<file path="src/rtl/tdb_pkg.sv">
// Package tdb_pkg
// Shared field positions and access classes for the burst redirector.
// Assumes a 16-bit register bus with word-aligned registers.
package tdb_pkg;
    localparam int OFF_LSB  = 0;   // start offset field position
    localparam int LEN_LSB  = 8;   // length code field position
    localparam int FIELD_W  = 5;   // width of both fields

    typedef enum logic [2:0] {
        ACC_NONE,
        ACC_STORE,
        ACC_CTRL,
        ACC_PORT,
        ACC_VOID
    } acc_kind_t;
endpackage

</file>
<file path="src/rtl/tdb_ctrl_reg.sv">
// Module tdb_ctrl_reg
// Holds the DMA control register (start offset, length code) and the
// running burst index. The index clears on a control write and wraps
// to zero once the clamped transfer count is reached.
// Assumes at most one access per cycle (write and port access exclusive).
module tdb_ctrl_reg #(
    parameter int DATA_W  = 16,
    parameter int FIELD_W = 5,
    parameter int LEN_MAX = 17,
    parameter int CNT_W   = 5,
    parameter int OFF_LSB = 0,
    parameter int LEN_LSB = 8
) (
    input  logic               clk,
    input  logic               rst_n,
    input  logic               ctrl_we,
    input  logic [DATA_W-1:0]  wdata,
    input  logic               port_acc,
    input  logic               double_step,
    output logic [FIELD_W-1:0] start_off,
    output logic [FIELD_W-1:0] len_code,
    output logic [CNT_W-1:0]   burst_idx,
    output logic [CNT_W-1:0]   burst_cnt
);
    localparam logic [FIELD_W-1:0] LEN_CAP = FIELD_W'(LEN_MAX);

    logic [FIELD_W-1:0] len_eff;
    logic [CNT_W:0]     idx_sum;
    logic               idx_wrap;
    logic [CNT_W-1:0]   idx_next;

    // Capture offset and length fields; reserved bits are never stored.
    always_ff @(posedge clk) begin
        if (!rst_n) begin
            start_off <= '0;
            len_code  <= '0;
        end else if (ctrl_we) begin
            start_off <= wdata[OFF_LSB +: FIELD_W];
            len_code  <= wdata[LEN_LSB +: FIELD_W];
        end
    end

    // Clamp the length code and turn it into a transfer count.
    always_comb begin
        len_eff   = (len_code > LEN_CAP) ? LEN_CAP : len_code;
        burst_cnt = CNT_W'(len_eff) + CNT_W'(1);
    end

    // Work out the index after this access, wrapping at the count.
    always_comb begin
        idx_sum  = {1'b0, burst_idx} + (double_step ? (CNT_W+1)'(2) : (CNT_W+1)'(1));
        idx_wrap = (idx_sum >= {1'b0, burst_cnt});
        idx_next = idx_wrap ? '0 : idx_sum[CNT_W-1:0];
    end

    // Update the running index on control writes and port accesses.
    always_ff @(posedge clk) begin
        if (!rst_n) begin
            burst_idx <= '0;
        end else if (ctrl_we) begin
            burst_idx <= '0;
        end else if (port_acc) begin
            burst_idx <= idx_next;
        end
    end
endmodule

</file>
<file path="src/rtl/tdb_addr_gen.sv">
// Module tdb_addr_gen
// Forms the primary and secondary redirect targets from offset and index,
// and flags whether each lands inside storage and inside the burst.
// Assumes TGT_W is wide enough for offset + index + 1 without overflow.
module tdb_addr_gen #(
    parameter int FIELD_W     = 5,
    parameter int CNT_W       = 5,
    parameter int TGT_W       = 6,
    parameter int STORE_WORDS = 18
) (
    input  logic [FIELD_W-1:0] start_off,
    input  logic [CNT_W-1:0]   burst_idx,
    input  logic [CNT_W-1:0]   burst_cnt,
    input  logic               byte_mode,
    output logic [TGT_W-1:0]   tgt_a,
    output logic [TGT_W-1:0]   tgt_b,
    output logic               a_ok,
    output logic               b_ok
);
    localparam logic [TGT_W-1:0] STORE_LIM = TGT_W'(STORE_WORDS);

    logic second_live;

    // Compute both targets and their validity.
    always_comb begin
        tgt_a       = TGT_W'(start_off) + TGT_W'(burst_idx);
        tgt_b       = tgt_a + TGT_W'(1);
        second_live = byte_mode && (({1'b0, burst_idx} + (CNT_W+1)'(1)) < {1'b0, burst_cnt});
        a_ok        = (tgt_a < STORE_LIM);
        b_ok        = second_live && (tgt_b < STORE_LIM);
    end
endmodule

</file>
<file path="src/rtl/tdb_regfile.sv">
// Module tdb_regfile
// Word-addressed register storage with two write ports and two
// combinational read ports. Out-of-range addresses read as zero.
// Assumes the two write ports never target the same word in one cycle.
module tdb_regfile #(
    parameter int DATA_W = 16,
    parameter int WORDS  = 18,
    parameter int TGT_W  = 6
) (
    input  logic              clk,
    input  logic              rst_n,
    input  logic              wa_en,
    input  logic [TGT_W-1:0]  wa_addr,
    input  logic [DATA_W-1:0] wa_data,
    input  logic              wb_en,
    input  logic [TGT_W-1:0]  wb_addr,
    input  logic [DATA_W-1:0] wb_data,
    input  logic [TGT_W-1:0]  ra_addr,
    output logic [DATA_W-1:0] ra_data,
    input  logic [TGT_W-1:0]  rb_addr,
    output logic [DATA_W-1:0] rb_data
);
    logic [DATA_W-1:0] mem [WORDS];

    for (genvar w = 0; w < WORDS; w++) begin : g_word
        // Store one word from whichever write port addresses it.
        always_ff @(posedge clk) begin
            if (!rst_n) begin
                mem[w] <= '0;
            end else if (wa_en && (wa_addr == TGT_W'(w))) begin
                mem[w] <= wa_data;
            end else if (wb_en && (wb_addr == TGT_W'(w))) begin
                mem[w] <= wb_data;
            end
        end
    end

    // Select read data for both ports, zero when nothing matches.
    always_comb begin
        ra_data = '0;
        rb_data = '0;
        for (int w = 0; w < WORDS; w++) begin
            if (ra_addr == TGT_W'(w)) ra_data = mem[w];
            if (rb_addr == TGT_W'(w)) rb_data = mem[w];
        end
    end
endmodule

</file>
<file path="src/rtl/tdb_burst_redirect.sv">
// Module tdb_burst_redirect
// Top of the timer DMA burst redirector: decodes the bus, holds the DMA
// control register, and steers data-port accesses to storage words at
// offset + index, in word or byte transfer mode.
// Assumes one access per cycle, with read data used in the same cycle.
module tdb_burst_redirect #(
    parameter int ADDR_W      = 8,
    parameter int DATA_W      = 16,
    parameter int STORE_WORDS = 18,
    parameter int LEN_MAX     = 17
) (
    input  logic              clk,
    input  logic              rst_n,
    input  logic              bus_sel,
    input  logic              bus_wr,
    input  logic [ADDR_W-1:0] bus_addr,
    input  logic [DATA_W-1:0] bus_wdata,
    input  logic              byte_mode,
    output logic [DATA_W-1:0] bus_rdata
);
    import tdb_pkg::*;

    localparam int WORD_W = ADDR_W - 2;
    localparam int TGT_W  = WORD_W;
    localparam int CNT_W  = $clog2(LEN_MAX + 2);
    localparam int HALF_W = DATA_W / 2;
    localparam logic [WORD_W-1:0] CTRL_WORD = WORD_W'(STORE_WORDS);
    localparam logic [WORD_W-1:0] PORT_WORD = WORD_W'(STORE_WORDS + 1);

    logic [WORD_W-1:0]  word;
    acc_kind_t          kind;
    logic               ctrl_we;
    logic               port_acc;
    logic [FIELD_W-1:0] start_off;
    logic [FIELD_W-1:0] len_code;
    logic [CNT_W-1:0]   burst_idx;
    logic [CNT_W-1:0]   burst_cnt;
    logic [TGT_W-1:0]   tgt_a;
    logic [TGT_W-1:0]   tgt_b;
    logic               a_ok;
    logic               b_ok;
    logic               wa_en;
    logic [TGT_W-1:0]   wa_addr;
    logic [DATA_W-1:0]  wa_data;
    logic               wb_en;
    logic [DATA_W-1:0]  wb_data;
    logic [TGT_W-1:0]   ra_addr;
    logic [DATA_W-1:0]  ra_data;
    logic [DATA_W-1:0]  rb_data;
    logic [DATA_W-1:0]  ctrl_view;

    // Classify the current access by its word address.
    always_comb begin
        word = bus_addr[ADDR_W-1:2];
        if (!bus_sel)                                kind = ACC_NONE;
        else if (word < WORD_W'(STORE_WORDS))        kind = ACC_STORE;
        else if (word == CTRL_WORD)                  kind = ACC_CTRL;
        else if (word == PORT_WORD)                  kind = ACC_PORT;
        else                                         kind = ACC_VOID;
        ctrl_we  = (kind == ACC_CTRL) && bus_wr;
        port_acc = (kind == ACC_PORT);
    end

    tdb_ctrl_reg #(
        .DATA_W  (DATA_W),
        .FIELD_W (FIELD_W),
        .LEN_MAX (LEN_MAX),
        .CNT_W   (CNT_W),
        .OFF_LSB (OFF_LSB),
        .LEN_LSB (LEN_LSB)
    ) u_ctrl (
        .clk         (clk),
        .rst_n       (rst_n),
        .ctrl_we     (ctrl_we),
        .wdata       (bus_wdata),
        .port_acc    (port_acc),
        .double_step (byte_mode),
        .start_off   (start_off),
        .len_code    (len_code),
        .burst_idx   (burst_idx),
        .burst_cnt   (burst_cnt)
    );

    tdb_addr_gen #(
        .FIELD_W     (FIELD_W),
        .CNT_W       (CNT_W),
        .TGT_W       (TGT_W),
        .STORE_WORDS (STORE_WORDS)
    ) u_agen (
        .start_off (start_off),
        .burst_idx (burst_idx),
        .burst_cnt (burst_cnt),
        .byte_mode (byte_mode),
        .tgt_a     (tgt_a),
        .tgt_b     (tgt_b),
        .a_ok      (a_ok),
        .b_ok      (b_ok)
    );

    // Route direct or redirected writes onto the two storage write ports.
    always_comb begin
        wa_en   = 1'b0;
        wa_addr = word;
        wa_data = bus_wdata;
        wb_en   = 1'b0;
        wb_data = {{HALF_W{1'b0}}, bus_wdata[HALF_W-1:0]};
        if (kind == ACC_STORE) begin
            wa_en = bus_wr;
        end else if (port_acc) begin
            wa_addr = tgt_a;
            wa_en   = bus_wr && a_ok;
            wb_en   = bus_wr && b_ok;
            if (byte_mode) wa_data = {{HALF_W{1'b0}}, bus_wdata[DATA_W-1:HALF_W]};
        end
        ra_addr = port_acc ? tgt_a : word;
    end

    tdb_regfile #(
        .DATA_W (DATA_W),
        .WORDS  (STORE_WORDS),
        .TGT_W  (TGT_W)
    ) u_store (
        .clk     (clk),
        .rst_n   (rst_n),
        .wa_en   (wa_en),
        .wa_addr (wa_addr),
        .wa_data (wa_data),
        .wb_en   (wb_en),
        .wb_addr (tgt_b),
        .wb_data (wb_data),
        .ra_addr (ra_addr),
        .ra_data (ra_data),
        .rb_addr (tgt_b),
        .rb_data (rb_data)
    );

    // Assemble the control register view with reserved bits at zero.
    always_comb begin
        ctrl_view = '0;
        ctrl_view[OFF_LSB +: FIELD_W] = start_off;
        ctrl_view[LEN_LSB +: FIELD_W] = len_code;
    end

    // Select read data according to the access class and transfer mode.
    always_comb begin
        unique case (kind)
            ACC_STORE: bus_rdata = ra_data;
            ACC_CTRL:  bus_rdata = ctrl_view;
            ACC_PORT: begin
                if (byte_mode)
                    bus_rdata = {(a_ok ? ra_data[HALF_W-1:0] : {HALF_W{1'b0}}),
                                 (b_ok ? rb_data[HALF_W-1:0] : {HALF_W{1'b0}})};
                else
                    bus_rdata = a_ok ? ra_data : '0;
            end
            default:   bus_rdata = '0;
        endcase
    end
endmodule

</file>
<file path="config.mk">
export PLATFORM = sky130hd
export DESIGN_NAME = tdb_burst_redirect
export DESIGN_NICKNAME = d
export VERILOG_FILES = /design/src/rtl/tdb_pkg.sv /design/src/rtl/tdb_ctrl_reg.sv /design/src/rtl/tdb_addr_gen.sv /design/src/rtl/tdb_regfile.sv /design/src/rtl/tdb_burst_redirect.sv
export SDC_FILE = /design/constraint.sdc
export NUM_CORES = 1
export LEC_CHECK = 0
export BUFFER_PORTS_ARGS = -buffer_cell sky130_fd_sc_hd__buf_2
export CAP_MARGIN = 40
export CORE_UTILIZATION = 60
export CTS_CLUSTER_DIAMETER = 50
export DETAILED_ROUTE_END_ITERATION = 6
export PLACE_DENSITY = 0.76
export SYNTH_ARGS = -nofsm -noshare
export SYNTH_HDL_FRONTEND = slang
export SYNTH_SLANG_ARGS = --single-unit
</file>
<file path="constraint.sdc">
create_clock -name clk -period 15.64 [get_ports clk]
set_input_delay 2.346 -clock clk [delete_from_list [all_inputs] [get_ports clk]]
set_output_delay 2.346 -clock clk [all_outputs]
set_load 0.01 [all_outputs]
</file>
Word-level counts from Yosys, hierarchy flattened
Memories as Yosys holds them, arrays and structs flattened. Index checks and enable logic that the tools add are counted.

Memory bits (read-only): 0. Memories kept: 1. Logic and storage cells: 373. Input port bits: 29. Output and inout bits: 16. Latch bits: 0. RAM bits: 288. Flip-flop bits (word level): 15.

Bitwise gates (word level): 37. Equal/unequal tests: 56. Reductions and logical operators: 45. Muxes and demuxes: 220. Order comparisons: 6. Div/mod/pow operators: 0. $mul: 0. Shifts and indexed selects: 0. Add/sub/neg operators: 5.

Memory list: u_store.mem (words 18, width 16, read ports 18, clocked after Yosys merged registers in 0, write ports 18, line tdb_regfile.sv:23) `logic [DATA_W-1:0] mem [WORDS];`.

Operator list (number): $mux W16 (59); $mux W8 (20); $eq A6 B4 Y1 const B (24); $mux W1 (131); $eq A6 B3 Y1 const B (12); $eq A6 B5 Y1 const B (8); $pmux W16 S3 (1); $logic_and A1 B1 Y1 (41); $eq A6 B2 Y1 const B (6); $or A1 B1 Y1 (36); $eq A6 B1 Y1 const B (3); $logic_not A6 Y1 (3); $lt A6 B5 Y1 const B (3); $mux W3 (4); $mux W6 (2); $mux W5 (2); $add A5 B1 Y6 const B (1); $add A5 B5 Y6 (1); $add A5 B6 Y6 (1); $add A6 B1 Y6 const B (1); $eq A3 B2 Y1 const B (2); $ge A6 B5 Y1 (1); $lt A6 B5 Y1 (1); $add A5 B1 Y5 const B (1); other kinds (5) (5).

Depth between registers and ports, before layout
Depth in word-level cells: 29. Depth in mapped cells: 16. Mapped depth without buffers: 15.

Cells and area by module
Synthesis repeated with hierarchy kept, for this count alone.

Cells, all modules: 1912. Area total of the unflattened synthesis: 20194.4 µm².

Modules (own cells, without submodules): tdb_regfile (area an instance 17959.7 µm², seq. area each 8648.3 µm², instances 1, cells an instance 1634); tdb_ctrl_reg (area an instance 899.6 µm², seq. area each 300.3 µm², instances 1, cells an instance 92); tdb_burst_redirect (area an instance 837.1 µm², seq. area each 0.0 µm², instances 1, cells an instance 125); tdb_addr_gen (area an instance 498.0 µm², seq. area each 0.0 µm², instances 1, cells an instance 61).

Worst setup path before layout
Ideal clock, no wire load.

Path kind: input to output. Start point: input port bus_addr[5]. End point: output port bus_rdata[13]. Data required time: 13294 ps. Buffers on the path: 3. Path slack: 8173 ps. Stages on the path: 13. Arrival time: 5121 ps. Cell sequence: buf_6 -> nand4bb_1 -> or4_4 -> and3_1 -> buf_6 -> or4_4 -> buf_6 -> nor3_4 -> a211oi_1 -> or4_1 -> o311ai_1 -> o211ai_1 -> nand2_1.

Longest elaborated chain between the ends: 29. Elaborated cells on any way between the ends: 51. Classes of those cells: 1 x order compare; 22 x eq/ne; 27 x mux; 1 x reduce/logical.

RTL lines: from (decl) (line tdb_burst_redirect.sv:16) `input logic [ADDR_W-1:0] bus_addr,`; parallel branches: the longest is 28 deep, another holds $lt A6 B5 Y1; $pmux W16 S3 (*) (line tdb_burst_redirect.sv:146) `unique case (kind)`; to (decl) (line tdb_burst_redirect.sv:19) `output logic [DATA_W-1:0] bus_rdata`.

Mark *: on every way between the ends.

Worst setup path after layout
Start point: input port bus_addr[7]. End point: output port bus_rdata[9].

The elaborated chain is that of the path after synthesis.

==> impl_metrics.env <==
export IMPL_status="finished clean"
export IMPL_hold_buffers=0
export IMPL_die_h_um=173
export IMPL_r2r_slack_ns=10.15
export IMPL_critPathKind="input port to primary output"
export IMPL_drc=0
export IMPL_start_kind="input port"
export IMPL_path_clk_slew_ns=0.05
export IMPL_cpLargestDelayFamily="simple AND/OR/NAND/NOR gates"
export IMPL_r2r_end="u_store.mem[3][14]"
export IMPL_antenna_found_initial=1
export IMPL_synth_nets=1850
export IMPL_fin_skew_ns=0.0113
export IMPL_fmax_mhz=103
export IMPL_synth_edf_count=288
export IMPL_wl_met1_um=24900
export IMPL_hpwlAfterDp_um=49900
export IMPL_htreeDepth=2
export IMPL_min_delay_start="u_ctrl.start_off[2]"
export IMPL_grt_max_degree=49
export IMPL_tightest_slew_ns=0.989
export IMPL_yosysSeqAreaShare=0.512
export IMPL_syn_inst=1796
export IMPL_fin_crit_sh=0.622
export IMPL_yosys_area_share_simple=0.172
export IMPL_place_congestion=0.994
export IMPL_synth_main_ff_cell="edfxtp_1"
export IMPL_dr_wl_met2_um=32100
export IMPL_start_util=0.609
export IMPL_die_w_um=173
export IMPL_p_per_area_nw_per_um2=95.4
export IMPL_rsz0062_at_grt="no"
export IMPL_fillCellCount=2185
export IMPL_relSlewSlack=0.339
export IMPL_synth_compound_gate_area_share=0.244
export IMPL_wl_per_cell_um=32.5
export IMPL_port_buffers=42
export IMPL_synth_mux_area_fraction=0.00694
export IMPL_rr_worst_depth=12
export IMPL_p_leak_nw=6.94
export IMPL_syn2layout_area_growth_pct=10.8
export IMPL_vdd_drop_max_mv=0.0978
export IMPL_multi_input_area_um2=7870
export IMPL_syn_cell_area_um2=17500
export IMPL_num_vias=16907
export IMPL_synthAdderAreaFrac=0.0188
export IMPL_synth_area_per_cell_um2=9.73
export IMPL_worst_hold_path_num_cells=2
export IMPL_ys_seq_elements=303
export IMPL_highest_layer="met5"
export IMPL_clk_path_buf_depth=3
export IMPL_synth_distinct_cells=87
export IMPL_clock_sinks=303
export IMPL_whs_endpoint="u_ctrl.start_off[2]"
export IMPL_synth_top_family_by_area="compound AO/OA/AOI/OAI gates"
export IMPL_hold_viol_final=0
export IMPL_numCtsBuffers=34
export IMPL_synth_most_common_cell="edfxtp_1"
export IMPL_cts_tree="built"
export IMPL_routed_wirelength_um=72200
export IMPL_min_path_type="flop to flop"
export IMPL_fin_hold_ws_ns=0.495
export IMPL_synth_top_cell_area_share=0.495
export IMPL_nets=1864
export IMPL_clk_latency_ns=0.53
export IMPL_crit_chain="buf_2 > nor4b_4 > and3_1 > o21a_1 > nor4_1 > clkdlybuf4s18_2 > nand3_1 > nand2_1 > a211oi_1 > nand4_1 > o21ai_0 > nand3_1 > buf_2"
export IMPL_dieArea_um2=29800
export IMPL_crit_fanout=12
export IMPL_rows=62
export IMPL_tns_ns=0
export IMPL_firstDrtPassIters=6
export IMPL_ant_nets=0
export IMPL_slowest_delay_ns=0.68
export IMPL_drt_iter0_drc=3405
export IMPL_dp_cells=2157
export IMPL_power_w=0.00185
export IMPL_grt_pass1_vias=15828
export IMPL_wl_met3_um=10900
export IMPL_min_period_ns=9.73
export IMPL_slew_viol_final=0
export IMPL_cp_arrival_ns=7.38
export IMPL_seq_area_um2=8950
export IMPL_required_ns=13.29
export IMPL_setup_violations_final=0
export IMPL_grt_usage=0.479
export IMPL_cp_end_kind="primary output"
export IMPL_cts_resized=0
export IMPL_fin_cells=2220
export IMPL_overflow=0
export IMPL_critPathSlowestCell="nand3_1"
export IMPL_grt_pass1_wl_um=105000
export IMPL_r2r_start="u_ctrl.burst_idx[0]"
export IMPL_core_area_um2=28700
export IMPL_io_pins=45
export IMPL_synth_xor_area_frac=0.00644
export IMPL_drv_cap=0
export IMPL_ys_async_sr_fraction=0
export IMPL_post_cts_buffers=0
export IMPL_synth_common_cells="288 x edfxtp_1, 258 x nand2_1, 224 x nor2_1"
export IMPL_critPathBufInv=3
export IMPL_drive_gt1_frac=0.115
export IMPL_yosysTopAreaCell="edfxtp_1"
export IMPL_synth_warnings=0
export IMPL_yosys_top_cells_area="edfxtp_1 49%, nand2_1 5.5%, o21ai_0 5.0%"
export IMPL_clock_root_buffer="clkbuf_16"
export IMPL_via_per_inst=7.62
[worst max path at each step]
stage | from | end | slack, ns | cells after the start
2_1_floorplan | bus_addr[5] | bus_rdata[13] | 8.17 | 13
3_3_place_gp | bus_addr[7] | bus_rdata[9] | 6.48 | 12
3_5_place_dp | bus_addr[7] | bus_rdata[9] | 6.26 | 13
4_1_cts | bus_addr[7] | bus_rdata[9] | 6.24 | 13
5_1_grt | bus_addr[7] | bus_rdata[9] | 5.91 | 13
6_report | bus_addr[7] | bus_rdata[9] | 5.91 | 13
[metrics by stage]
step           setup WS [ns]   util  cell area [um2]
2_1_floorplan           8.17      -            17500
3_3_place_gp            6.48  0.629            18100
3_5_place_dp            6.26  0.636            18300
4_1_cts                 6.24  0.674            19400
5_1_grt                 5.91  0.675            19400
6_report                5.91  0.675            19400
[flip-flops by register name, summed over array words and instances, names as in the netlist]
signal	count
u_ctrl.burst_idx	5
u_ctrl.len_code	5
u_ctrl.start_off	5
u_store.mem	288
[cells in the final DEF (no fill, tap or decap), types with 8 or more instances in the layout]
master and instances:
a211oi_1 14, nor2_1 224, a21oi_1 59, a221o_1 11
nand2_1 258, o22ai_1 29, o31ai_1 10, a31oi_1 13
o221ai_1 12, a21boi_0 17, inv_1 20, o21ai_0 173
xnor2_1 8, nand4_1 20, a222oi_1 15, buf_2 46
nor3_1 15, a21o_1 14, ha_1 23, nand3_1 50
o211ai_1 33, and3_1 23, a22o_1 22, dfxtp_1 15
mux2i_1 11, buf_4 66, nor4_1 9, clkinv_1 8
o2bb2ai_1 35, clkbuf_16 34, and2_1 11, edfxtp_1 288
a22oi_1 49, a221oi_1 26
[power by group]
part	internal [W]	switching [W]
combinational	0.0000292	0.000100
sequential	0.000905	0.0000116
clock	0.000458	0.000344
[final cells by class]
class                           instances  share of cell area
Sequential cell                       303               0.462
Multi-Input combinational cell       1327               0.406
Timing Repair Buffer                  124              0.0460
Clock buffer                           41              0.0453
Tap cell                              384              0.0248
Clock inverter                         20              0.0115
Inverter                               20             0.00388
Antenna cell                            1            0.000129
[routing by layer]
metal / up-vias / track usage
li1: 6893 / -
met1: 8073 / 0.621
met2: 1641 / 0.732
met3: 298 / 0.141
met4: 2 / 0.253
met5: - / 0
[cells by family after synthesis]
kind of cell    count (synthesis)
compound gates                610
xor+xnor                       12
fa+ha+maj                      25
buf+inv                       166
flops                         303
mux                            12
simple gates                  668
[tightest hold or removal path: stages (launching register included)]
cell	delay, ns
dfxtp_1	0.33
nand2_1	0.05
a21boi_0	0.06
(Power assumes the default switching activity.)
